### config.mk
export PLATFORM = sky130hd
export DESIGN_NAME = cstate_seq
export DESIGN_NICKNAME = d
export VERILOG_FILES = /design/src/rtl/cstate_pkg.sv /design/src/rtl/cstate_brk_agg.sv /design/src/rtl/cstate_fsm.sv /design/src/rtl/cstate_seq.sv
export SDC_FILE = /design/constraint.sdc
export NUM_CORES = 1
export LEC_CHECK = 0
export BUFFER_PORTS_ARGS = -buffer_cell sky130_fd_sc_hd__buf_2
export CELL_PAD_IN_SITES_DETAIL_PLACEMENT = 1
export CELL_PAD_IN_SITES_GLOBAL_PLACEMENT = 1
export CORE_MARGIN = 1
export CORE_UTILIZATION = 19
export CTS_CLUSTER_DIAMETER = 200
export DETAILED_ROUTE_END_ITERATION = 10
export PLACE_DENSITY_LB_ADDON = 0.1
export SLEW_MARGIN = 20
export SYNTH_ARGS = -nofsm -noshare
export SYNTH_HDL_FRONTEND = slang
export SYNTH_HIERARCHICAL = 1
export SYNTH_SLANG_ARGS = --single-unit
### constraint.sdc
create_clock -name clk_i -period 3.4 [get_ports clk_i]
set_clock_uncertainty 0.15 [all_clocks]
set_input_delay 0.51 -clock clk_i [delete_from_list [all_inputs] [get_ports clk_i]]
set_output_delay 0.51 -clock clk_i [all_outputs]
set_load 0.02 [all_outputs]
### src/rtl/cstate_pkg.sv
package cstate_pkg;
  localparam int STW = 2;
  typedef enum logic [STW-1:0] {
    ST_C0 = 2'd0,
    ST_C1 = 2'd1,
    ST_C2 = 2'd2
  } cstate_e;
endpackage

### src/rtl/cstate_brk_agg.sv
module cstate_brk_agg #(
  parameter int NUM_IRQ    = 24,
  parameter int LEGACY_IRQ = 16
) (
  input  logic               clk_i,
  input  logic               rst_ni,
  input  logic [NUM_IRQ-1:0] irq_i,
  input  logic [NUM_IRQ-1:0] irq_mask_i,
  input  logic               apic_mode_i,
  input  logic               nmi_smi_i,
  input  logic               init_i,
  input  logic               kbc_rst_i,
  input  logic               rtc_irq_i,
  input  logic               rtc_brk_en_i,
  input  logic               pbe_ni,
  input  logic               pbe_en_i,
  input  logic               req_c0_i,
  output logic               brk_o
);
  logic [NUM_IRQ-1:0] line_live;

  for (genvar k = 0; k < NUM_IRQ; k++) begin : g_line
    if (k < LEGACY_IRQ) begin : g_leg
      assign line_live[k] = irq_i[k] & ~irq_mask_i[k];
    end else begin : g_ext
      assign line_live[k] = irq_i[k] & ~irq_mask_i[k] & apic_mode_i;
    end
  end

  logic misc_brk;
  assign misc_brk = nmi_smi_i | init_i | kbc_rst_i | req_c0_i
                  | (rtc_irq_i & rtc_brk_en_i) | (~pbe_ni & pbe_en_i);
  assign brk_o = (|line_live) | misc_brk;

  // gated sources alone never raise a break
  p_gated_quiet_r7: assert property (@(posedge clk_i) disable iff (!rst_ni)
    (!nmi_smi_i && !init_i && !kbc_rst_i && !req_c0_i && !rtc_brk_en_i
     && !pbe_en_i && ((irq_i & ~irq_mask_i) == '0)) |-> !brk_o);
  p_unconditional_r6: assert property (@(posedge clk_i) disable iff (!rst_ni)
    (nmi_smi_i || init_i || kbc_rst_i) |-> brk_o);
endmodule

### src/rtl/cstate_fsm.sv
module cstate_fsm
  import cstate_pkg::*;
(
  input  logic           clk_i,
  input  logic           rst_ni,
  input  logic           halt_i,
  input  logic           c2_rd_i,
  input  logic           brk_i,
  output cstate_e        state_o,
  output logic           stop_grant_o,
  output logic           ack_c2_o,
  output logic           ack_c0_o
);
  cstate_e state_q, state_d;

  always_comb begin
    state_d = state_q;
    unique case (state_q)
      ST_C0: begin
        if (c2_rd_i)     state_d = ST_C2;
        else if (halt_i) state_d = ST_C1;
      end
      ST_C1, ST_C2: if (brk_i) state_d = ST_C0;
      default: state_d = ST_C0;
    endcase
  end

  always_ff @(posedge clk_i or negedge rst_ni) begin
    if (!rst_ni) begin
      state_q      <= ST_C0;
      stop_grant_o <= 1'b0;
      ack_c2_o     <= 1'b0;
      ack_c0_o     <= 1'b0;
    end else begin
      state_q      <= state_d;
      stop_grant_o <= (state_q == ST_C0) && (state_d != ST_C0);
      ack_c2_o     <= (state_q == ST_C0) && (state_d == ST_C2);
      ack_c0_o     <= (state_q != ST_C0) && (state_d == ST_C0);
    end
  end

  assign state_o = state_q;

  p_c2_prio_r4: assert property (@(posedge clk_i) disable iff (!rst_ni)
    (state_q == ST_C0 && c2_rd_i && halt_i) |=> (state_q == ST_C2));
  p_enter_c1_r2: assert property (@(posedge clk_i) disable iff (!rst_ni)
    (state_q == ST_C0 && halt_i && !c2_rd_i) |=> (state_q == ST_C1 && stop_grant_o && !ack_c2_o));
  p_ack_c2_r3: assert property (@(posedge clk_i) disable iff (!rst_ni)
    ack_c2_o |-> (state_q == ST_C2 && stop_grant_o));
  p_break_r5: assert property (@(posedge clk_i) disable iff (!rst_ni)
    (state_q != ST_C0 && brk_i) |=> (state_q == ST_C0 && ack_c0_o));
  p_ack_c0_pulse_r5: assert property (@(posedge clk_i) disable iff (!rst_ni)
    ack_c0_o |=> !ack_c0_o);
  p_hold_idle_r11: assert property (@(posedge clk_i) disable iff (!rst_ni)
    (state_q != ST_C0 && !brk_i) |=> ($stable(state_q) && !stop_grant_o));
  p_pulses_excl_r1: assert property (@(posedge clk_i) disable iff (!rst_ni)
    $onehot0({stop_grant_o, ack_c0_o}));
endmodule

### src/rtl/cstate_seq.sv
module cstate_seq
  import cstate_pkg::*;
#(
  parameter int NUM_IRQ    = 24,
  parameter int LEGACY_IRQ = 16
) (
  input  logic               clk_i,
  input  logic               rst_ni,
  input  logic               halt_i,
  input  logic               c2_rd_i,
  input  logic [NUM_IRQ-1:0] irq_i,
  input  logic [NUM_IRQ-1:0] irq_mask_i,
  input  logic               apic_mode_i,
  input  logic               nmi_smi_i,
  input  logic               init_i,
  input  logic               kbc_rst_i,
  input  logic               rtc_irq_i,
  input  logic               rtc_brk_en_i,
  input  logic               pbe_ni,
  input  logic               pbe_en_i,
  input  logic               req_c0_i,
  output logic               stpclk_no,
  output logic               stop_grant_o,
  output logic               ack_c2_o,
  output logic               ack_c0_o,
  output logic [STW-1:0]     cstate_o
);
  logic    brk;
  cstate_e state;

  cstate_brk_agg #(.NUM_IRQ(NUM_IRQ), .LEGACY_IRQ(LEGACY_IRQ)) u_agg (
    .clk_i, .rst_ni, .irq_i, .irq_mask_i, .apic_mode_i, .nmi_smi_i,
    .init_i, .kbc_rst_i, .rtc_irq_i, .rtc_brk_en_i, .pbe_ni, .pbe_en_i,
    .req_c0_i, .brk_o(brk)
  );

  cstate_fsm u_fsm (
    .clk_i, .rst_ni, .halt_i, .c2_rd_i, .brk_i(brk), .state_o(state),
    .stop_grant_o, .ack_c2_o, .ack_c0_o
  );

  assign stpclk_no = (state == ST_C0);
  assign cstate_o  = state;

  // return-to-C0 message while running: no acknowledge
  p_req_c0_window_r9: assert property (@(posedge clk_i) disable iff (!rst_ni)
    (state == ST_C0 && req_c0_i) |=> !ack_c0_o);
  p_stpclk_r1: assert property (@(posedge clk_i) disable iff (!rst_ni)
    $rose(stpclk_no) |-> ack_c0_o);
endmodule

==> flow_summary.yaml, run 1 <==
sta:
  post-route-period-util_pct: 64.96
  setup_viol: 0
  maxSlewHeadroom_pct: 74.27
  grt_setup_unrepaired: "no"
  fin_crit_ns: 2.209
  finalHoldViolCount: 0
  final-max-slew-violation-count: 0
  fmax_ghz: 0.4527
  tightestPinTransition_ns: 0.3850
  finalSetupTns_ns: 0
power_and_ir_drop:
  p_int_mw: 0.2199
  vdd_drop_max_v: 0.0002277
  p_per_area_mw_per_mm2: 412.1
  netSwitchingFraction_pct: 41.10
  power_leakage_nw: 0.5737
  clkPwrFrac_pct: 17.7
  p_switching_mw: 0.1534
  pwr-share-comb_pct: 55.3
  seqPwrFrac_pct: 27.0
floorplan:
  die_h_um: 53.39
  fp.coreArea_mm2: 0.002477
  row_count: 18
  dieArea_mm2: 0.002850
  ios: 67
  die_w_um: 53.39
  initial_core_util_pct: 20.25
finish:
  final_cell_mix: "66 x buf_2, 29 x inv_1, 10 x o22ai_1"
  diodes: 0
  drive_gt1_share_pct: 48.95
  synthToLayoutAreaGrowth_pct: 80.55
  layout_commonest_cell: "buf_2"
  nets: 208
  final_cells: 173
setup_path:
  cp.required_ns: 3.39
  cp_slowest_cell: "a2111oi_1"
  critPathMaxFanout: 3
  max_stage_delay_ns: 0.39
  critPathCaptureType: "register"
  crit_family: "compound AO/OA/AOI/OAI gates"
  start_kind: "input pin"
  arrival_ns: 2.20
  critPathKind: "input pin to register"
  crit_chain: "buf_2 > nor4_2 > o221ai_1 > a2111oi_1 > nand4_1 > nand3b_1 > o31a_1 > a311oi_1"
  crit_buf_inv: 1
yosys:
  ys_types: 22
  yosysWarnings: 6
  synth_xor_area_share_pct: 0
  synth_top_family_by_area: "compound AO/OA/AOI/OAI gates"
  synth_compound_area_share_pct: 30.17
  syn-cell-area_um2: 501.7
  syn_avg_cell_area_um2: 6.968
  synth_area_leaders: "dfrtp_1 25%, inv_1 22%, o22ai_1 12%, ha_1 7.5%, nor2b_1 5.0%"
  yosysTopAreaCell: "dfrtp_1"
  yosys.area_share.simple_pct: 15.71
  synth-seq-area-share_pct: 24.94
  syn_inst: 72
  ys_ff_latch: 5
  yosys.area_share.adder_pct: 7.481
  synth_mux_area_share_pct: 0
  synth_top_cell_area_share_pct: 24.94
  syn_nets: 136
clocking:
  cts_tree: "yes"
  cts.reportedPaths.clkPinSlew_ns: 0.04
  clk_latency_ns: 0.24
  cts_max_level: 1
  post_cts_resized: 0
  cts_root_buf: "clkbuf_4"
  numCtsBuffers: 3
  cts.sinks: 5
  cts_buffer_depth: 2
worst_hold_path:
  hp-class: "input pin to register"
global_routing:
  overflow: 0
  grt_usage_pct: 13.31
  first_global_vias: 757
  antenna_found_initial: 0
  grt_max_degree: 7
  grt_pass1_wl_um: 2711
detailed_routing:
  vias: 749
  ant_nets: 0
  avgRoutedWirePerCell_um: 9.936
  drt_iter0_drc: 2
  drc_errors: 0
  wl_um: 1719
  first_pass_iters: 2
  via_per_inst: 4.329
placement:
  placement.io_buffers: 66
  placed_cells: 168
  place.gp.congestion: 0.7747
  dp_hpwl_um: 1617
flow_run:
  drv_cap: 0
run_status:
  status: "finished clean"
[state kept, by name, indices dropped and copies added, names as in the netlist]
signal,cells
u_fsm/ack_c0_o,1
u_fsm/state_o,2
u_fsm/ack_c2_o,1
u_fsm/stop_grant_o,1
[through the flow]
stage               hold slack, ns  util (%)  area, µm²  total power [mW]  worst slack (ns)
finish                      0.4268     36.57      905.9            0.3733             1.191
global placement            0.1771     35.10      869.6            0.3038             1.001
CTS                         0.4259     36.57      905.9            0.3792             1.160
global route                0.4459     36.57      905.9            0.4092            0.9397
detailed placement          0.1788     35.10      869.6            0.3093            0.9155
floorplan                  0.06441         -      501.7            0.2212             1.252
[cells by family after synthesis]
| family | after synthesis |
|---|---|
| compound gates | 22 |
| flops | 5 |
| fa+ha+maj | 3 |
| buf+inv | 29 |
| simple gates | 13 |
[cells in the mapped netlist]
master / count
a2111oi_1: 1
a21oi_1: 2
a221oi_1: 1
a311oi_1: 1
dfrtp_1: 5
ha_1: 3
inv_1: 29
nand2_1: 1
nand3b_1: 1
nand4_1: 1
nor2_1: 3
nor2b_1: 4
nor4_1: 1
nor4_2: 1
o211ai_1: 1
o21a_1: 1
o21ai_0: 2
o221ai_1: 1
o22ai_1: 10
o31a_1: 1
o41ai_1: 1
or3_1: 1
[final cells by class]
type / count / area [µm²]
fill: 348 / 1572
timing repair buffer: 67 / 340.3
multi-input combinational: 38 / 267.8
sequential: 5 / 125.1
inverter: 29 / 108.9
tap: 30 / 37.54
clock buffer: 4 / 26.28
[layer usage]
metal  vias up  GRT usage [%]  wire (µm)
met5         -              0          0
met4         0          6.579         26
met3         4          2.011        147
met2        37          28.13        949
met1       327          11.47        595
li1        381              -          -
[worst reg2reg max path: cells and delay by family, from the launching register on]
| kind | cells | cell delay, ns |
|---|---|---|
| DFF | 1 | 0.44 |
| and+or+nand+nor | 1 | 0.20 |
| AOI/OAI and AO/OA | 2 | 0.36 |
| adders and majority gates | 1 | 0.30 |
| buffers and inverters | 1 | 0.09 |
[power by group through the flow]
| stage | clock, mW | sequential [mW] | combinational (mW) |
|---|---|---|---|
| floorplan | 0 | 0.129 | 0.0926 |
| global placement | 0 | 0.102 | 0.202 |
| detailed placement | 0 | 0.102 | 0.207 |
| CTS | 0.0692 | 0.101 | 0.209 |
| global route | 0.0741 | 0.104 | 0.231 |
| finish | 0.0662 | 0.101 | 0.206 |
[what timing repair did]
action	CTS	global route
hold buffers	1	0
buffers inserted	0	0
endpoints found under the hold margin	5	0
[worst paths after layout]
| check | slack, ns | depth (start not counted) | from | to |
|---|---|---|---|---|
| setup / recovery | 1.19 | 8 | init_i | u_fsm/stop_grant_o |
| hold / removal | 0.43 | 3 | c2_rd_i | u_fsm/stop_grant_o |
| setup reg to reg | 1.76 | 5 | u_fsm/state_o[0] | u_fsm/stop_grant_o |
| hold reg to reg | 0.51 | 2 | u_fsm/state_o[1] | u_fsm/stop_grant_o |
| max in group asynchronous | 2.50 | 2 | rst_ni | u_fsm/ack_c2_o |
| min in group asynchronous | 0.47 | 2 | rst_ni | u_fsm/stop_grant_o |
Note: power is estimated with default switching activity, not from simulation.
==> run 2, diff against run 1 <==
Settings changed: ABC_AREA set to 1, CORE_UTILIZATION 19 to 18.
Clock period 3.4 ns to 2.15 ns, I/O delays scaled along.
==> run 2 against run 1 <==
  * Utilization down 3.9 points
  * Global-route usage down 1.7 points
  * Clock-buffer cell count unchanged
  * Via count rose by 13%
  * First-iteration DRC count rose to 6.0 times the previous value
  * Sequential share of layout area fell by 1.3 points
  * Sequential power up 40%
  * Register-to-register slack got worse by 1.1 ns
  * Non-clock buffer count did not move
  * Synthesized area increased by 15%
  * Largest cell class unchanged
  * Power rose by 38%
==> flow_summary.yaml, run 2 <==
setup_path:
  critPathCaptureType: "register"
  start_kind: "register"
  arrival_ns: 1.46
  crit_chain: "inv_1 > ha_1 > nand3_1 > nand2_1 > nand2_2 > nand2_1 > nor2_2"
  cpMostUsedCell: "nand2_1"
  cp.required_ns: 2.13
  max_stage_delay_ns: 0.45
  critPathKind: "register to register"
  critPathMaxFanout: 6
  cp_slowest_cell: "dfrtp_1"
sta:
  grt_setup_unrepaired: "no"
  whs_ns: 0.2771
  fin_crit_ns: 1.488
  post-route-period-util_pct: 69.23
  maxSlewHeadroom_pct: 85.77
  finalSetupTns_ns: 0
  fmax_ghz: 0.6719
  tightestPinTransition_ns: 0.2135
  finalHoldViolCount: 0
  setup_viol: 0
  final-max-slew-violation-count: 0
  timing.final.ws_setup_ns: 0.6616
clocking:
  cts_tree: "yes"
  cts.sinks: 5
  cts.reportedPaths.clkPinSlew_ns: 0.04
  clk_latency_ns: 0.24
  cts_root_buf: "clkbuf_4"
  cts_max_level: 1
  numCtsBuffers: 3
  cts_buffer_depth: 2
floorplan:
  row_count: 20
  fp.coreArea_mm2: 0.003053
  die_h_um: 58.55
  die_w_um: 58.55
  ios: 67
  dieArea_mm2: 0.003428
  initial_core_util_pct: 18.85
finish:
  final_cell_mix: "66 x buf_2, 45 x nand2_1, 34 x inv_1"
  drive_gt1_share_pct: 41.99
  fillCellCount: 446
  diodes: 0
  synthToLayoutAreaGrowth_pct: 73.26
  largest_reg_flops: 2
  nets: 246
  layout_commonest_cell: "buf_2"
  final-seq-area_um2: 125.1
  multi_input_area_um2: 319.1
yosys:
  synth_area_leaders: "nand2_1 29%, inv_1 22%, dfrtp_1 22%, ha_1 6.5%, nor2_1 5.9%"
  ys_types: 11
  syn_inst: 110
  yosysTopAreaCell: "nand2_1"
  synthArstFlopShare_pct: 100.0
  ys_ff_latch: 5
  yosysMostFrequentCell: "nand2_1"
  syn-cell-area_um2: 575.6
  yosysWarnings: 6
  synth_common_cells: "45 x nand2_1, 34 x inv_1, 9 x nor2_1, 5 x dfrtp_1, 4 x nand3_1"
  synth_top_cell_area_share_pct: 29.35
  synth_ff_type: "dfrtp_1"
  syn_nets: 174
  syn_avg_cell_area_um2: 5.232
  synth-seq-area-share_pct: 21.74
  synth-edff-count: 0
global_routing:
  grt_max_degree: 7
  grt_pass1_wl_um: 3077
  grt_usage_pct: 11.57
  first_global_vias: 822
  antenna_found_initial: 0
  overflow: 0
power_and_ir_drop:
  power_leakage_nw: 0.7184
  vdd_drop_max_v: 0.0001267
  p_per_area_mw_per_mm2: 518.4
placement:
  placement.io_buffers: 66
  pre_cts_ws_ns: 0.5406
  place.gp.congestion: 0.7268
  dp_hpwl_um: 1767
detailed_routing:
  via_per_inst: 3.747
  drt_iter0_drc: 12
  drc_errors: 0
  avgRoutedWirePerCell_um: 8.258
  wl_um: 1858
  first_pass_iters: 2
  ant_nets: 0
  vias: 843
worst_hold_path:
  hp-class: "input pin to asynchronous set/reset pin"
run_status:
  status: "finished clean"
flow_run:
  drv_cap: 0
==> run 2: through the flow <==
step                utilization [%]  total power [mW]  area [µm²]  cells
global placement              31.48            0.4086       960.9    220
CTS                           32.66            0.5286       997.2    225
finish                        32.66            0.5169       997.2    225
floorplan                         -            0.2974       575.6    110
detailed placement            31.48            0.4175       960.9    220
global route                  32.66            0.5603       997.2    225
==> run 2: path summary, 6_finish.rpt <==
path | from | to | slack (ns) | depth (start not counted)
min | rst_ni | u_fsm/state_o[0] | 0.28 | 2
max reg2reg | u_fsm/state_o[1] | u_fsm/ack_c0_o | 0.66 | 7
min reg2reg | u_fsm/state_o[0] | u_fsm/ack_c2_o | 0.60 | 3
min in group clk_i | c2_rd_i | u_fsm/state_o[0] | 0.36 | 6
max | u_fsm/state_o[1] | u_fsm/ack_c0_o | 0.66 | 7
max in group asynchronous | rst_ni | u_fsm/ack_c2_o | 1.44 | 2
==> run 2: kinds of logic after synthesis <==
family / count (synthesis) / share of synthesized area, %
adder cells (fa/ha/maj): 3 / 6.522
buffers and inverters: 35 / 22.83
AO/OA/AOI/OAI: 1 / 1.522
AND/OR/NAND/NOR: 66 / 47.39
flip-flops: 5 / 21.74
==> run 2: what timing repair did <==
action,in CTS,in global routing
setup buffers,0,0
endpoints found under the hold margin,5,0
resized for setup,0,0
hold buffers,1,0
==> run 2: metal layers <==
metal	GRT usage, %	vias up	part of all wire [%]
met2	23.97	41	53
li1	-	449	-
met3	2.857	0	9.3
met1	10.68	353	38
met5	0	-	0
met4	4.082	0	0
==> run 2: final cells by class <==
type                            instances  area share, %
Sequential cell                         5          12.55
Clock buffer                            4          2.635
Tap cell                               44          5.521
Multi-Input combinational cell         70          31.99
Timing Repair Buffer                   67          34.13
Inverter                               35          13.17
==> run 2: where the power goes <==
group,internal [mW],switching [mW],leakage [nW]
registers,0.122,0.0199,0.0650
clock network,0.0700,0.0354,0.0150
logic,0.114,0.156,0.638
==> run 2: critical path, delay by kind of cell, from the launching register on <==
family	cells	cell delay, ns
adders and majority gates	1	0.31
buffers and inverters	1	0.09
and+or+nand+nor	5	0.39
DFF	1	0.45
==> run 3, diff against run 2 <==
Settings changed: CORE_UTILIZATION 18 to 16.
Clock period 2.15 ns to 1.3 ns, I/O delays scaled along.
==> run 3 against run 2 <==
  * The run now ends with negative setup slack left
  * First-iteration DRC count fell by 83%
  * Critical path depth fell by 4
  * Clock-buffer cell count did not move
  * Sequential share of layout area fell by 1.3 points
  * Worst hold slack got worse by 0.13 ns
  * Die area rose by 12%
==> flow_summary.yaml, run 3 (synthesized netlist as in run 2, its figures left out) <==
detailed_routing:
  vias: 872
  drt_iter0_drc: 2
  first_pass_iters: 2
  via_per_inst: 3.726
  wl_um: 2013
  ant_nets: 0
  drc_errors: 0
  avgRoutedWirePerCell_um: 8.603
sta:
  setup_viol: 4
  grt_setup_unrepaired: "yes"
  whs_ns: 0.1488
  final-max-slew-violation-count: 0
  post-route-period-util_pct: 106.0
  maxSlewHeadroom_pct: 90.70
  timing.final.ws_setup_ns: -0.07783
  fmax_ghz: 0.7258
  fin_crit_ns: 1.378
  finalSetupTns_ns: -0.1533
  finalHoldViolCount: 0
  tightestPinTransition_ns: 0.1390
run_status:
  status: "finished with violations"
  violations: "negative setup slack"
floorplan:
  dieArea_mm2: 0.003841
  ios: 67
  fp.coreArea_mm2: 0.003390
  die_w_um: 61.98
  row_count: 21
  initial_core_util_pct: 16.98
  die_h_um: 61.98
clocking:
  cts_buffer_depth: 2
  clk_latency_ns: 0.24
  cts.reportedPaths.clkPinSlew_ns: 0.05
  numCtsBuffers: 3
  cts.sinks: 5
  cts_max_level: 1
  cts_tree: "yes"
  cts_root_buf: "clkbuf_4"
power_and_ir_drop:
  seqPwrFrac_pct: 21.6
  pwr-share-comb_pct: 62.1
  netSwitchingFraction_pct: 39.37
  power.total_mw: 1.074
  p_switching_mw: 0.4227
  clkPwrFrac_pct: 16.3
  vdd_drop_max_v: 0.0003316
  power_leakage_nw: 0.7620
  p_int_mw: 0.6509
  p_per_area_mw_per_mm2: 950.3
setup_path:
  critPathMaxFanout: 5
  rr_endpoint: "u_fsm/ack_c0_o"
  cp-startpoint: "u_fsm/state_o[1]"
  cp.required_ns: 0.95
  critPathCaptureType: "output pin"
  start_kind: "register"
  cp_slowest_cell: "dfrtp_2"
  reg2regPathDepth: 9
  rr_startpoint: "u_fsm/state_o[0]"
  crit_chain: "buf_6 > nor2_4 > buf_6"
  cpMostUsedCell: "buf_6"
  arrival_ns: 1.03
  max_stage_delay_ns: 0.43
  rrSetupSlack_ns: -0.04
  critPathKind: "register to output pin"
finish:
  final_area_mm2: 0.001130
  diodes: 0
  nets: 253
  largest_reg_flops: 2
  final_cell_mix: "64 x buf_2, 44 x nand2_1, 31 x inv_1"
  drive_gt1_share_pct: 50.53
  synthToLayoutAreaGrowth_pct: 96.30
  layout_commonest_cell: "buf_2"
  final_cells: 234
placement:
  dpl_cell_area_mm2: 0.001041
  placement.io_buffers: 66
  dp_hpwl_um: 1830
  place.gp.congestion: 0.8133
  placed_cells: 227
worst_hold_path:
  hp-class: "input pin to asynchronous set/reset pin"
global_routing:
  grt_pass1_wl_um: 2932
  grt_max_degree: 6
  antenna_found_initial: 0
  first_global_vias: 852
  overflow: 0
  grt_usage_pct: 10.09
flow_run:
  drv_cap: 0
[run 3: cell count changes in the layout (fill, tap and decap cells not counted), moves of 3 or more]
cell	previous run	this run
nand3_1	4	1
buf_6	0	4
nand3_2	0	3
buf_4	0	5
inv_1	34	31
[run 3: repair_timing]
| item | 4_1_cts | 5_1_grt |
|---|---|---|
| setup buffers | 1 | 1 |
| gates cloned | 0 | 0 |
| hold buffers | 1 | 0 |
| resized for setup | 10 | 3 |
| setup endpoints to repair | 5 | 7 |
| endpoints found under the hold margin | 5 | 0 |
| pin swaps | 4 | 0 |
[run 3: routing by layer]
layer	track usage (%)	vias to the layer above	share of wire, %
met3	1.656	0	8.2
li1	-	465	-
met1	8.978	365	39
met5	0	-	0
met4	0.9524	0	0
met2	23.10	42	53
[run 3: metrics by stage]
step	utilization [%]	setup WS [ns]
after floorplan	-	-0.05565
after global placement	30.71	-0.1198
after detailed placement	30.71	-0.1929
after CTS	32.85	-0.05549
after global routing	33.33	-0.1303
final	33.33	-0.07783
[run 3: worst max-delay path: cells and delay by family, from the launching register on]
family / cells / cell delay, ns
flops: 1 / 0.43
buf+inv: 2 / 0.26
simple gates: 1 / 0.10
[run 3: worst max-delay path by stage]
stage	to	slack (ns)	depth (start not counted)
after floorplan	u_fsm/ack_c0_o	-0.06	7
after global placement	u_fsm/ack_c0_o	-0.12	13
after detailed placement	u_fsm/ack_c0_o	-0.19	13
after CTS	stpclk_no	-0.06	3
after global routing	u_fsm/ack_c0_o	-0.13	9
final	stpclk_no	-0.08	3
[run 3: final cells by class]
type | instances | area [µm²]
fill | 470 | 2260
timing repair buffer | 74 | 412.9
multi-input combinational | 70 | 369.1
inverter | 35 | 136.4
sequential | 5 | 127.6
tap | 46 | 57.56
clock buffer | 4 | 26.28
[run 3: power groups by stage]
stage / combinational [mW] / clock [mW] / sequential [mW]
floorplan: 0.248 / 0 / 0.299
global placement: 0.570 / 0 / 0.229
detailed placement: 0.579 / 0 / 0.229
CTS: 0.649 / 0.178 / 0.229
global route: 0.740 / 0.190 / 0.238
finish: 0.667 / 0.175 / 0.232
